--- src/rtl/boot_pkg.sv ---
package boot_pkg;
  localparam int unsigned WORD_W   = 32;
  localparam int unsigned NMI_SLOT = 248;
  localparam logic [WORD_W-1:0] NMI_OFS = WORD_W'(NMI_SLOT * 4 + 4);

  typedef enum logic [3:0] {
    ST_FT, ST_CT, ST_AC, ST_FC, ST_IT, ST_NMI,
    ST_SPT, ST_SSP, ST_ISP, ST_ICC, ST_RCL
  } step_e;

  typedef enum logic [2:0] {
    PH_LAUNCH, PH_IDLE, PH_ISSUE, PH_WAIT, PH_FINISH
  } phase_e;

  function automatic logic [WORD_W-1:0] step_addr(
    step_e s, logic [WORD_W-1:0] p, logic [WORD_W-1:0] it, logic [WORD_W-1:0] spt);
    case (s)
      ST_FT:   return p;
      ST_CT:   return p + 32'h04;
      ST_AC:   return p + 32'h08;
      ST_FC:   return p + 32'h0C;
      ST_IT:   return p + 32'h10;
      ST_NMI:  return it + NMI_OFS;
      ST_SPT:  return p + 32'h14;
      ST_SSP:  return spt + 32'h0C;
      ST_ISP:  return p + 32'h1C;
      ST_ICC:  return p + 32'h20;
      default: return p + 32'h24;
    endcase
  endfunction

  function automatic step_e next_step(step_e s);
    return step_e'(4'(s) + 4'd1);
  endfunction

  function automatic logic [WORD_W-1:0] align_frame(logic [WORD_W-1:0] w);
    return {w[WORD_W-1:4], 4'b0000};
  endfunction

  function automatic logic [WORD_W-1:0] word_ssp(logic [WORD_W-1:0] w);
    return {w[WORD_W-1:2], 2'b00};
  endfunction

  function automatic logic unaligned_policy(logic [WORD_W-1:0] cfg);
    return ~cfg[30];
  endfunction

  function automatic logic [2:0] limit_field(logic [WORD_W-1:0] w);
    return w[10:8];
  endfunction
endpackage

--- src/rtl/boot_seq.sv ---
module boot_seq
  import boot_pkg::*;
#(
  parameter logic [31:0] BOOT_PTR = 32'h0000_1000
) (
  input  logic        clk,
  input  logic        rst_n,
  input  logic        start,
  input  logic [31:0] start_ptr,
  input  logic        rd_valid,
  input  logic [31:0] it_base,
  input  logic [31:0] spt_base,
  output logic        rd_req,
  output logic [31:0] rd_addr,
  output logic        ld_fire,
  output step_e       ld_step,
  output logic        seq_start,
  output logic        busy,
  output logic        done
);
  phase_e      phase;
  step_e       step;
  logic [31:0] blk_ptr;

  always_comb begin
    rd_req    = (phase == PH_ISSUE);
    rd_addr   = step_addr(step, blk_ptr, it_base, spt_base);
    ld_fire   = (phase == PH_WAIT) && rd_valid;
    ld_step   = step;
    seq_start = (phase == PH_LAUNCH) || ((phase == PH_IDLE) && start);
    busy      = (phase != PH_IDLE);
    done      = (phase == PH_FINISH);
  end

  always_ff @(posedge clk) begin
    if (!rst_n) begin
      phase   <= PH_LAUNCH;
      step    <= ST_FT;
      blk_ptr <= BOOT_PTR;
    end else begin
      case (phase)
        PH_LAUNCH: begin
          step  <= ST_FT;
          phase <= PH_ISSUE;
        end
        PH_IDLE: if (start) begin
          blk_ptr <= start_ptr;
          step    <= ST_FT;
          phase   <= PH_ISSUE;
        end
        PH_ISSUE: phase <= PH_WAIT;
        PH_WAIT: if (rd_valid) begin
          if (step == ST_RCL) phase <= PH_FINISH;
          else begin
            step  <= next_step(step);
            phase <= PH_ISSUE;
          end
        end
        default: phase <= PH_IDLE;
      endcase
    end
  end
endmodule

--- src/rtl/boot_regs.sv ---
module boot_regs
  import boot_pkg::*;
#(
  parameter int unsigned FRAME_BYTES = 64
) (
  input  logic        clk,
  input  logic        rst_n,
  input  logic        ld_fire,
  input  step_e       ld_step,
  input  logic [31:0] ld_data,
  input  logic        seq_start,
  output logic [31:0] fault_tbl_base,
  output logic [31:0] ctrl_tbl_base,
  output logic [31:0] arith_ctl,
  output logic [31:0] fault_cfg,
  output logic        unaligned_fault_en,
  output logic [31:0] intr_tbl_base,
  output logic [31:0] sysproc_base,
  output logic [31:0] sup_stack_ptr,
  output logic        trace_en,
  output logic [31:0] intr_stack_ptr,
  output logic [31:0] frame_ptr,
  output logic [31:0] stack_ptr,
  output logic [31:0] prev_frame_ptr,
  output logic [31:0] icache_ctl,
  output logic        icache_dis,
  output logic [2:0]  regcache_limit,
  output logic [31:0] ibrk0,
  output logic [31:0] ibrk1,
  output logic [31:0] dbrk0,
  output logic [31:0] dbrk1,
  output logic [31:0] brk_ctl,
  output logic [5:0]  tmr0_mode,
  output logic [5:0]  tmr1_mode,
  output logic        dcache_en,
  output logic        lmr0_en,
  output logic        lmr1_en
);
  localparam logic [31:0] FRAME_OFS = 32'(FRAME_BYTES);

  always_ff @(posedge clk) begin
    if (!rst_n) begin
      fault_tbl_base     <= '0;
      ctrl_tbl_base      <= '0;
      arith_ctl          <= '0;
      fault_cfg          <= '0;
      unaligned_fault_en <= 1'b1;
      intr_tbl_base      <= '0;
      sysproc_base       <= '0;
      sup_stack_ptr      <= '0;
      trace_en           <= 1'b0;
      intr_stack_ptr     <= '0;
      frame_ptr          <= '0;
      stack_ptr          <= '0;
      prev_frame_ptr     <= '0;
      icache_ctl         <= '0;
      icache_dis         <= 1'b0;
      regcache_limit     <= '0;
    end else if (ld_fire) begin
      case (ld_step)
        ST_FT: fault_tbl_base <= ld_data;
        ST_CT: ctrl_tbl_base  <= ld_data;
        ST_AC: arith_ctl      <= ld_data;
        ST_FC: begin
          fault_cfg          <= ld_data;
          unaligned_fault_en <= unaligned_policy(ld_data);
        end
        ST_IT:  intr_tbl_base <= ld_data;
        ST_SPT: sysproc_base  <= ld_data;
        ST_SSP: begin
          sup_stack_ptr <= word_ssp(ld_data);
          trace_en      <= ld_data[0];
        end
        ST_ISP: begin
          intr_stack_ptr <= ld_data;
          frame_ptr      <= align_frame(ld_data);
          prev_frame_ptr <= align_frame(ld_data);
          stack_ptr      <= align_frame(ld_data) + FRAME_OFS;
        end
        ST_ICC: begin
          icache_ctl <= ld_data;
          icache_dis <= ld_data[16];
        end
        ST_RCL: regcache_limit <= limit_field(ld_data);
        default: ;
      endcase
    end
  end

  // Debug, timer and region controls: only reset and a sequence start touch them.
  always_ff @(posedge clk) begin
    if (!rst_n || seq_start) begin
      ibrk0     <= '0;
      ibrk1     <= '0;
      dbrk0     <= '0;
      dbrk1     <= '0;
      brk_ctl   <= '0;
      tmr0_mode <= '0;
      tmr1_mode <= '0;
      dcache_en <= 1'b0;
      lmr0_en   <= 1'b0;
      lmr1_en   <= 1'b0;
    end
  end
endmodule

--- src/rtl/boot_ram_wr.sv ---
module boot_ram_wr
  import boot_pkg::*;
#(
  parameter int unsigned RAM_AW = 10
) (
  input  logic              clk,
  input  logic              rst_n,
  input  logic              ld_fire,
  input  step_e             ld_step,
  input  logic [31:0]       ld_data,
  output logic              ram_we,
  output logic [RAM_AW-1:0] ram_addr,
  output logic [31:0]       ram_wdata
);
  always_ff @(posedge clk) begin
    if (!rst_n) begin
      ram_we    <= 1'b0;
      ram_wdata <= '0;
    end else begin
      ram_we <= ld_fire && (ld_step == ST_NMI);
      if (ld_fire && (ld_step == ST_NMI)) ram_wdata <= ld_data;
    end
  end

  assign ram_addr = '0;
endmodule

--- src/rtl/boot_blk_loader.sv ---
module boot_blk_loader
  import boot_pkg::*;
#(
  parameter logic [31:0] BOOT_PTR    = 32'h0000_1000,
  parameter int unsigned RAM_AW      = 10,
  parameter int unsigned FRAME_BYTES = 64
) (
  input  logic              clk,
  input  logic              rst_n,
  input  logic              start,
  input  logic [31:0]       start_ptr,
  output logic              rd_req,
  output logic [31:0]       rd_addr,
  input  logic              rd_valid,
  input  logic [31:0]       rd_data,
  output logic              ram_we,
  output logic [RAM_AW-1:0] ram_addr,
  output logic [31:0]       ram_wdata,
  output logic              busy,
  output logic              done,
  output logic [31:0]       fault_tbl_base,
  output logic [31:0]       ctrl_tbl_base,
  output logic [31:0]       arith_ctl,
  output logic [31:0]       fault_cfg,
  output logic              unaligned_fault_en,
  output logic [31:0]       intr_tbl_base,
  output logic [31:0]       sysproc_base,
  output logic [31:0]       sup_stack_ptr,
  output logic              trace_en,
  output logic [31:0]       intr_stack_ptr,
  output logic [31:0]       frame_ptr,
  output logic [31:0]       stack_ptr,
  output logic [31:0]       prev_frame_ptr,
  output logic [31:0]       icache_ctl,
  output logic              icache_dis,
  output logic [2:0]        regcache_limit,
  output logic [31:0]       ibrk0,
  output logic [31:0]       ibrk1,
  output logic [31:0]       dbrk0,
  output logic [31:0]       dbrk1,
  output logic [31:0]       brk_ctl,
  output logic [5:0]        tmr0_mode,
  output logic [5:0]        tmr1_mode,
  output logic              dcache_en,
  output logic              lmr0_en,
  output logic              lmr1_en
);
  logic  ld_fire;
  step_e ld_step;
  logic  seq_start;

  boot_seq #(.BOOT_PTR(BOOT_PTR)) u_seq (
    .clk(clk), .rst_n(rst_n), .start(start), .start_ptr(start_ptr),
    .rd_valid(rd_valid), .it_base(intr_tbl_base), .spt_base(sysproc_base),
    .rd_req(rd_req), .rd_addr(rd_addr), .ld_fire(ld_fire), .ld_step(ld_step),
    .seq_start(seq_start), .busy(busy), .done(done)
  );

  boot_regs #(.FRAME_BYTES(FRAME_BYTES)) u_regs (
    .clk(clk), .rst_n(rst_n), .ld_fire(ld_fire), .ld_step(ld_step),
    .ld_data(rd_data), .seq_start(seq_start),
    .fault_tbl_base(fault_tbl_base), .ctrl_tbl_base(ctrl_tbl_base),
    .arith_ctl(arith_ctl), .fault_cfg(fault_cfg),
    .unaligned_fault_en(unaligned_fault_en), .intr_tbl_base(intr_tbl_base),
    .sysproc_base(sysproc_base), .sup_stack_ptr(sup_stack_ptr),
    .trace_en(trace_en), .intr_stack_ptr(intr_stack_ptr),
    .frame_ptr(frame_ptr), .stack_ptr(stack_ptr),
    .prev_frame_ptr(prev_frame_ptr), .icache_ctl(icache_ctl),
    .icache_dis(icache_dis), .regcache_limit(regcache_limit),
    .ibrk0(ibrk0), .ibrk1(ibrk1), .dbrk0(dbrk0), .dbrk1(dbrk1),
    .brk_ctl(brk_ctl), .tmr0_mode(tmr0_mode), .tmr1_mode(tmr1_mode),
    .dcache_en(dcache_en), .lmr0_en(lmr0_en), .lmr1_en(lmr1_en)
  );

  boot_ram_wr #(.RAM_AW(RAM_AW)) u_ram (
    .clk(clk), .rst_n(rst_n), .ld_fire(ld_fire), .ld_step(ld_step),
    .ld_data(rd_data), .ram_we(ram_we), .ram_addr(ram_addr),
    .ram_wdata(ram_wdata)
  );
endmodule

--- config.mk ---
export PLATFORM = sky130hd
export DESIGN_NAME = boot_blk_loader
export DESIGN_NICKNAME = d
export VERILOG_FILES = /design/src/rtl/boot_pkg.sv /design/src/rtl/boot_seq.sv /design/src/rtl/boot_regs.sv /design/src/rtl/boot_ram_wr.sv /design/src/rtl/boot_blk_loader.sv
export SDC_FILE = /design/constraint.sdc
export NUM_CORES = 1
export LEC_CHECK = 0
export ABC_CLOCK_PERIOD_IN_PS = 4500
export BUFFER_PORTS_ARGS = -buffer_cell sky130_fd_sc_hd__buf_2
export CORE_AREA = 2 2 279 281
export CTS_CLUSTER_DIAMETER = 40
export DETAILED_ROUTE_END_ITERATION = 10
export DIE_AREA = 0 0 281 283
export PLACE_DENSITY_LB_ADDON = 0.05
export REMOVE_ABC_BUFFERS = 1
export SYNTH_ARGS = -nofsm -noshare
export SYNTH_HDL_FRONTEND = slang
export SYNTH_SLANG_ARGS = --single-unit
--- constraint.sdc ---
create_clock -name clk -period 4.5 [get_ports clk]
set_input_delay 0.45 -clock clk [delete_from_list [all_inputs] [get_ports clk]]
set_output_delay 0.45 -clock clk [all_outputs]
set_load 0.02 [all_outputs]
# --- Word level (Yosys, flattened, before mapping) ---
# Index checks and enable logic that the tools add are counted.
totals:
  reg_bits: 424
  inputBits: 68
  out_inout_bits: 643
  wordCells: 78
classes:
  n_addsub: 12
  n_eq_ne: 18
  muxes: 9
  n_bitwise: 1
  n_reduce_logical: 18
op_table:
  columns: ["operator", "n"]
  rows:
  - ["$pmux 32 s10", 1]
  - ["$add 32x4->32 const B", 3]
  - ["$add 32x5->32 const B", 3]
  - ["$add 32x6->32 const B", 2]
  - ["$add 32x10->32 const B", 1]
  - ["$add 32x3->32 const B", 1]
  - ["$add 32x7->32 const B", 1]
  - ["$reduce_and 2->1", 12]
  - ["$eq 4x3->1 const B", 4]
  - ["$eq 4x4->1 const B", 3]
  - ["$mux 4", 3]
  - ["$pmux 3 s4", 1]
  - ["$pmux 4 s3", 1]
  - ["$mux 3", 3]
  - ["$eq 4x2->1 const B", 2]
  - ["$eq 3x2->1 const B", 2]
  - ["$ne 2x2->1 const B", 3]
  - ["$add 4x1->4 const B", 1]
  - ["$eq 4x1->1 const B", 1]
  - ["$logic_not 4->1", 1]
  - ["$reduce_and 4->1", 1]
  - ["$eq 3x1->1 const B", 1]
  - ["$eq 3x3->1 const B", 1]
  - ["$logic_not 3->1", 1]
  - ["4 further kinds", 5]

# --- Logic depth before layout (Yosys ltp) ---
# Gate-level depths: netlist (run 1).
depth:
  depth_word: 4
  ltp_mapped: 14
  depth_no_buf: 12

# --- By module ---
# Synthesis (run 1) repeated with hierarchy kept, for this count alone.
unflattened:
  cells_unflattened: 2681
  hier_area_um2: 20352.0
modules_own_cells:
  columns: ["mod", "instances", "cells_each", "area_per_inst_um2", "seq_area_each_um2"]
  rows:
  - ["boot_regs", 1, 1738, 13535.5, 6346.1]
  - ["boot_seq", 1, 790, 5372.7, 780.7]
  - ["boot_ram_wr", 1, 153, 1443.9, 660.6]

# --- Worst setup path after synthesis (run 1) ---
# No wires, ideal clock.
synth_timing:
  path_kind: "register to output"
  startpoint: "reg u_seq.step[0], in the netlist u_seq.ld_step[0]"
  endpoint: "out rd_addr[26]"
  arrival_ns: 3.159
  required_ns: 4.050
  slack_ns: 0.891
  stages_incl_launch_ff: 14
  path_buffers: 1
  path_cell_list: "dfxtp_1 -> inv_1 -> ha_1 -> clkbuf_1 -> mux2i_1 -> nor2_1 -> inv_1 -> fa_1 -> nand2b_1 -> a211o_1 -> nor3_1 -> nand2_1 -> xor2_1 -> a22oi_1"
synth_via:
  elab_chain_len: 2
  elab_cells_between_ends: 11
  classes_between: "eq/ne: 9; mux: 1; reduce/logical: 1"
synth_rtl:
  columns: ["item", "line", "rtl"]
  rows:
  - ["start, declared", "boot_seq.sv:22", "step_e step;"]
  - ["start signal, assigned", "boot_seq.sv:55", "step <= next_step(step);"]
  - ["$eq 4x4->1, or another cell as far along", "boot_pkg.sv:17", "case (s)"]
  - ["$pmux 32 s10 *", "boot_pkg.sv:17", null]
  - ["end, declared", "boot_blk_loader.sv:13", "output logic [31:0] rd_addr,"]
# Every way passes the cells marked *; elsewhere a longest branch is shown, timed or not.

# --- Worst setup path in the final report (run 1) ---
layout_timing:
  startpoint: "reg u_seq.step[0], in the netlist u_seq.ld_step[0]"
  endpoint: "out rd_addr[27]"
# Same word-level chain as after synthesis.

==> results of run 1 <==
## what timing repair did
action,in CTS,in global routing
resized for setup,0,7
buffers inserted,0,0
setup endpoints to repair,0,10
hold buffers,0,0
## cells in the mapped netlist (5+ instances only)
cell type  number
a2111oi_0       5
a211o_1         8
a211oi_1       22
a21oi_1       409
a222oi_1        5
a22oi_1        13
a31oi_1         8
and2_1          9
and3_1         14
and4_1          9
buf_1           6
buf_2          12
buf_4         258
clkbuf_1      189
dfxtp_1       389
ha_1           13
inv_1          26
mux2i_1         8
nand2_1       794
nand2b_1       13
nand3_1        50
nand4_1        27
nor2_1         86
nor2b_1        11
nor3_1         36
nor3b_1         6
nor4_1         16
o2111ai_1       5
o211ai_1        7
o21a_1          5
o21ai_0        52
o221ai_1        6
o22ai_1        17
o31ai_1         7
or2_2           5
or3_1          10
xnor2_1        55
xor2_1         45
## worst paths after layout
path,start,endpoint,cells past startpoint
setup reg to reg,u_seq.ld_step[2],u_regs.fault_tbl_base[20],7
hold reg to reg,u_regs.arith_ctl[4],u_regs.arith_ctl[4],2
setup / recovery,u_seq.ld_step[0],rd_addr[27],12
hold / removal,start_ptr[15],u_seq.blk_ptr[15],3
## per-stage QoR
step / TNS, ns / setup slack [ns] / hold slack (ns) / util (%) / cell area (um^2)
after global routing: 0 / 0.00154 / 0.0649 / 33.7 / 25800
after detailed placement: 0 / 0.753 / 0.444 / 29.3 / 22500
final: 0 / 0.235 / 0.0755 / 33.7 / 25800
after global placement: 0 / 0.738 / 0.440 / 29.3 / 22500
after CTS: 0 / 0.0540 / 0.0460 / 33.6 / 25800
after floorplan: -769.38 / -2.70 / 0.436 / - / 18000
## critical path, stage by stage, from the launching register on
cell	delay [ns]
dfxtp_1	0.42
inv_1	0.12
ha_2	0.23
mux2i_1	0.17
nor2_2	0.08
ha_1	0.31
a211o_1	0.32
a21oi_1	0.30
or2_1	0.30
or3_1	0.15
a21oi_1	0.05
or4_1	0.54
buf_2	0.19
## kinds of logic after synthesis
kind of cell | after synthesis | share of synthesized area [%]
compound gates | 610 | 17.4
xor+xnor | 100 | 4.37
fa+ha+maj | 14 | 0.911
buf+inv | 497 | 14.4
flops | 389 | 38.8
mux | 9 | 0.455
other cells | 1 | 0.0187
simple gates | 1112 | 23.6
## area by class of cell
cell class | instances | area (um^2) | share of cell area, %
sequential | 389 | 7790 | 30.2
multi-input combinational | 2044 | 10200 | 39.6
clock buffer | 105 | 2370 | 9.16
tap | 1040 | 1300 | 5.04
antenna | 2 | 5.00 | 0.0194
timing repair buffer | 574 | 3080 | 11.9
clock inverter | 61 | 950 | 3.68
inverter | 27 | 109 | 0.421
## where the power goes
part / internal (mW) / leakage, nW / switching (mW)
Sequential: 3.47 / 3.13 / 0.0261
Combinational: 0.101 / 5.86 / 0.434
Clock: 4.87 / 1.60 / 2.26
Total: 8.45 / 10.6 / 2.72
## per-layer routing
metal | vias up | routed length, um | part of all wire (%)
li1 | 9518 | - | -
met1 | 9702 | 40500 | 41
met2 | 695 | 49000 | 50
met3 | 127 | 6080 | 6.2
met4 | 4 | 2320 | 2.4
met5 | - | 22 | 0.022
## placed cells by master, fill, tap and decap left out, types with 17 or more instances in the layout
| master | instances |
|---|---|
| nand2_1 | 789 |
| buf_2 | 511 |
| a21oi_1 | 409 |
| dfxtp_1 | 389 |
| conb_1 | 199 |
| clkbuf_16 | 88 |
| nor2_1 | 78 |
| buf_4 | 59 |
| xnor2_1 | 55 |
| o21ai_0 | 51 |
| nand3_1 | 47 |
| xor2_1 | 45 |
| nor3_1 | 35 |
| nand4_1 | 27 |
| inv_1 | 26 |
| a211oi_1 | 22 |
| bufinv_16 | 19 |
| o22ai_1 | 17 |
| clkinv_2 | 17 |
## registers in the layout (all words and copies together) (netlist names), 4 cells and up
signal	count
u_ram.ram_wdata	32
u_regs.arith_ctl	32
u_regs.ctrl_tbl_base	32
u_regs.fault_cfg	32
u_regs.fault_tbl_base	32
u_regs.icache_ctl	32
u_regs.intr_stack_ptr	32
u_regs.intr_tbl_base	32
u_regs.sysproc_base	32
u_seq.blk_ptr	32
u_regs.sup_stack_ptr	30
u_regs.stack_ptr	26
u_seq.ld_step	4
==> impl_results.md, run 1 <==
- Die area: ~80000 um^2
- Starting Density: about a quarter
- PwrDens: 432 nW/um^2
- Initial antenna violation count: 3
- Crit share post-route: a little over nine tenths
- # fillers: 8244
- Worst slew pin tran: 1.13 ns
- Non-Filler Instances: 4242
- Largest net degree at the start of global routing: roughly 120
- Total power draw: about 11 mW
- Max Root-Sink Buffers: 3
- Ranking of synthesized cells by area: dfxtp_1 39%, nand2_1 15%, a21oi_1 10%
- Placed Cells incl. Taps: 4074
- Met3 usage: 5.71%
- CP Launch Type: flop
- First-pass GRT wire length: 140000 um
- Area growth syn-to-layout: 28.8%
- Synthesized area per cell: 7.34 um^2
- Vias in the first global route: between 15000 and 20000
- Worst Skew: 0.0624 ns
- Synth Cell Area: roughly 20000 um^2
- First-pass DRT Iterations: 5
- Root cell of the clock tree: clkbuf_16
- GR Layer Usage met2: 41.6%
- Global placer's final weighted congestion: 0.927
- Hold Crit Class: in -> reg
- Peak supply drop: 0.283 mV
- Rows: roughly 100
- Asr flop ratio synth: 0%
- Lkg Pwr: 10.6 nW
- DRC errors left: 0
- Critical path arrival: 3.81 ns
- Max Transition Viols Final: 0
- CTS tree: yes
- Synth warn: 0
- Area leader, netlist: dfxtp_1
- CTS Buf Count: 88
- Status: completed
- Post-synth EDFFs: 0
- Max Cap Viol: 0
- R2r setup slk: roughly 1.3 ns
- DIE WIDTH: 281 um
- Headroom to the max-slew limit: 24.2%
- Port bufs: 511
- IO Count: 711
- WL per Instance: 23.1 um
- Global route overflow: 0
- Number of distinct library cells after synthesis: 80
- Die Height: 283 um
- Grt met1 use: about 29%
- Yosys reg bits: 389
- Crit path max fanout: 6
- CTS sink cnt: between 300 and 400
- Drt first-iter violations: 1277
- Final setup viols: 0
- Register area share after synthesis: between 30% and 40%
- Hold Fails Final Rpt: 0
- HPWL Detailed: about 71000 um
- Share of cells above drive strength 1: approximately a quarter
- Ys flop type: dfxtp_1
- DR vias/cell: between 4 and 5
- Fmax: approximately 0.23 GHz
- Vias: 20000
- Clk slew on worst S/H paths: 0.04 ns
- Crit path time final: 4.26 ns
- Final WL: around 98000 um
- Final nets: 3206
- Post-synth top area share: between 30% and 40%
- CP Capture Type: output port
- Routed Antenna Nets: 0
- Critical path class: reg -> out
- Worst EP required: 4.05 ns
- Mapped Cells: between 2000 and 3000
- Unrepaired setup endpoints after global routing: no
- GRT busiest layer: met2
- H-tree Lvls: 3
- Skew-Pair Late Insertion Delay: 0.65 ns
- Total Routing Usage GR: 23.8%
- Core Footprint: 76700 um^2
Power figures use the tool's default switching activity.
==> run 2: changes to the inputs <==
- ABC_CLOCK_PERIOD_IN_PS: 4500 -> 5510
- clock period: 4.5 -> 5.51 ns (I/O delays scaled with it)
==> run 2 against run 1 <==
Compared with the run above:
- non-clock buffer count decreased by 34
- utilization decreased by 0.39 points
- global-route usage decreased by 0.46 points
- flip-flop and latch count unchanged
- sequential power decreased by 18%
- setup slack improved by 0.13 ns
- clock-buffer cell count increased by 22
- total power decreased by 19%
- die area unchanged
- critical path depth decreased by 1
- combinational power decreased by 21%
==> impl_results.md, run 2 (same netlist as run 1, synthesis figures left out) <==
- WP buf/inv: 1 (-1)
- Setup_tns: 0 ns (unchanged)
- Commonest cells after routing, fill and taps aside: 789 x nand2_1, 511 x buf_2, 409 x a21oi_1
- Top cell by count, worst path: o21ai_0
- Vias: 19900 (-0.91%)
- Critical path arrival: 4.60 ns (+0.79 ns)
- Worst Skew: 0.0608 ns (-0.00160 ns)
- DIE WIDTH: 281 um (unchanged)
- Initial antenna violation count: 1 (-2)
- IO Count: 711 (unchanged)
- Worst hold slack: 0.161 ns (+0.0859 ns)
- Clk slew on worst S/H paths: 0.04 ns (about the same)
- PwrDens: 356 nW/um^2 (-18%)
- Largest stage delay, worst path: 0.94 ns (+0.40 ns)
- Status: completed
- Share of cells above drive strength 1: 23.1% (-1.1 points)
- Vias in the first global route: 19000 (-1.1%)
- Worst slew pin tran: 1.21 ns (+0.0729 ns)
- Design Area, Final: 25500 um^2 (-1.1%)
- Drt first-iter violations: 1442 (+13%)
- Routed Antenna Nets: 0 (unchanged)
- DR vias/cell: 4.72 (-0.11%)
- Max Transition Viols Final: 0 (unchanged)
- # fillers: 8295 (+0.62%)
- Worst EP required: 4.96 ns (+0.91 ns)
- Max Root-Sink Buffers: 3 (unchanged)
- First-pass GRT wire length: 137000 um (-2.0%)
- Largest delay share family, worst path: compound AO/OA/AOI/OAI gates
- Total power draw: 9.08 mW (-19%)
- Die Height: 283 um (unchanged)
- CTS Buf Count: 91 (+3.4%)
- Area taken by multi-input logic gates: 10200 um^2 (-0.11%)
- Largest net degree at the start of global routing: 144 (+16%)
- HPWL Detailed: 69100 um (-2.2%)
- Area growth syn-to-layout: 27.3%
- Die area: 79500 um^2 (unchanged)
- CP Capture Type: output port
- Global route overflow: 0 (unchanged)
- DRC errors left: 0 (unchanged)
- Peak supply drop: 0.190 mV (-33%)
- Final setup viols: 0 (unchanged)
- Post-CTS Hold Fix Bufs: 0 (unchanged)
- Crit path time final: 5.15 ns
- Most common cell after layout, fill and taps aside: nand2_1
- Skew-Pair Late Insertion Delay: 0.64 ns (about the same)
- CTS sink cnt: 389 (unchanged)
- Headroom to the max-slew limit: 19.6% (-4.7 points)
- Rows: 102 (unchanged)
- Fmax: ~0.2 GHz
- Crit-path cells: nor2b_1 -> nand2_1 -> o21ai_0 -> ha_1 -> nand2b_1 -> a211o_1 -> nor2_1 -> o2111ai_1 -> a222oi_1 -> o21ai_0 -> buf_2
- Lkg Pwr: 10.4 nW (-1.5%)
- Global placer's final weighted congestion: 0.902 (-2.7%)
- Final WL: 96200 um (-1.8%)
- Placed cell areas: 22200 um^2 (-1.3%)
- Max Cap Viol: 0 (unchanged)
- Starting Density: 26.2% (unchanged)
- Hold Crit Class: in -> reg
- Total Routing Usage GR: 23.4% (-0.46 points)
- WL per Instance: 22.9 um (-0.98%)
- CTS tree: yes
- Hold Fails Final Rpt: 0 (unchanged)
- Final nets: 3175 (-0.97%)
- Reg area: 7790 um^2 (unchanged)
- H-tree Lvls: 3 (unchanged)
- Crit-path slowest cell: dfxtp_1
- Core Footprint: 76700 um^2 (unchanged)
- First-pass DRT Iterations: 5 (unchanged)
- Crit share post-route: 93.5%
- Critical path class: reg -> out
- Root cell of the clock tree: clkbuf_16
- Unrepaired setup endpoints after global routing: no
- CP Launch Type: flop
- Crit path max fanout: 29 (+23)
- Port bufs: 511 (unchanged)
==> run 2: cell types whose count changed in the layout (fill, tap and decap cells not counted), moves of 5 or more <==
cell and delta:
clkinv_2 -6, buf_4 -30, bufinv_16 -6, clkbuf_1 +6, clkbuf_8 +13, clkinv_4 -5
==> run 2: per-stage QoR <==
step	setup slack, ns	instances	util (%)
floorplan	-1.79	2460	-
global placement	1.10	4040	28.9
detailed placement	1.05	4040	28.9
CTS	0.350	4207	33.3
global route	0.0531	4208	33.3
finish	0.360	4208	33.3
==> run 2: what timing repair did <==
item / in CTS / in global routing
buffers inserted: 0 / 0
endpoints found under the setup margin: 0 / 1
resized for setup: 0 / 1
==> run 2: final timing paths <==
kind                                                 end                     start  slack [ns]  depth (start not counted)
worst max-delay path                         rd_addr[12]          u_seq.ld_step[2]        0.36                         11
worst max register to register       u_regs.fault_cfg[1]            u_seq.phase[0]        2.36                          5
worst min-delay path                   u_seq.blk_ptr[26]             start_ptr[26]        0.16                          3
worst min register to register  u_regs.ctrl_tbl_base[28]  u_regs.ctrl_tbl_base[28]        0.45                          2
==> run 2: layer usage <==
metal	share of wire (%)	track usage (%)	vias up
met1	41	28.6	9515
met2	48	39.7	745
li1	-	-	9449
met5	0	0	-
met3	6.7	5.76	155
met4	3.4	8.09	0
==> run 2: worst register-to-register path, delay by kind of cell (launching register included) <==
family          cells  cell delay [ns]
compound gates      1             0.09
flops               1             0.57
simple gates        4             2.30
==> run 2: final cells by class <==
type                            instances  area share, %
Sequential cell                       389           30.5
Antenna cell                            1        0.00980
Timing Repair Buffer                  540           10.9
Tap cell                             1040           5.10
Clock inverter                         40           2.73
Clock buffer                          127           10.3
Inverter                               27          0.426
Multi-Input combinational cell       2044           40.0
==> run 2: power breakdown <==
part,leakage [nW],internal (mW),switching [mW]
Clock,1.62,3.96,1.84
Sequential,3.13,2.84,0.0245
Combinational,5.68,0.0754,0.348
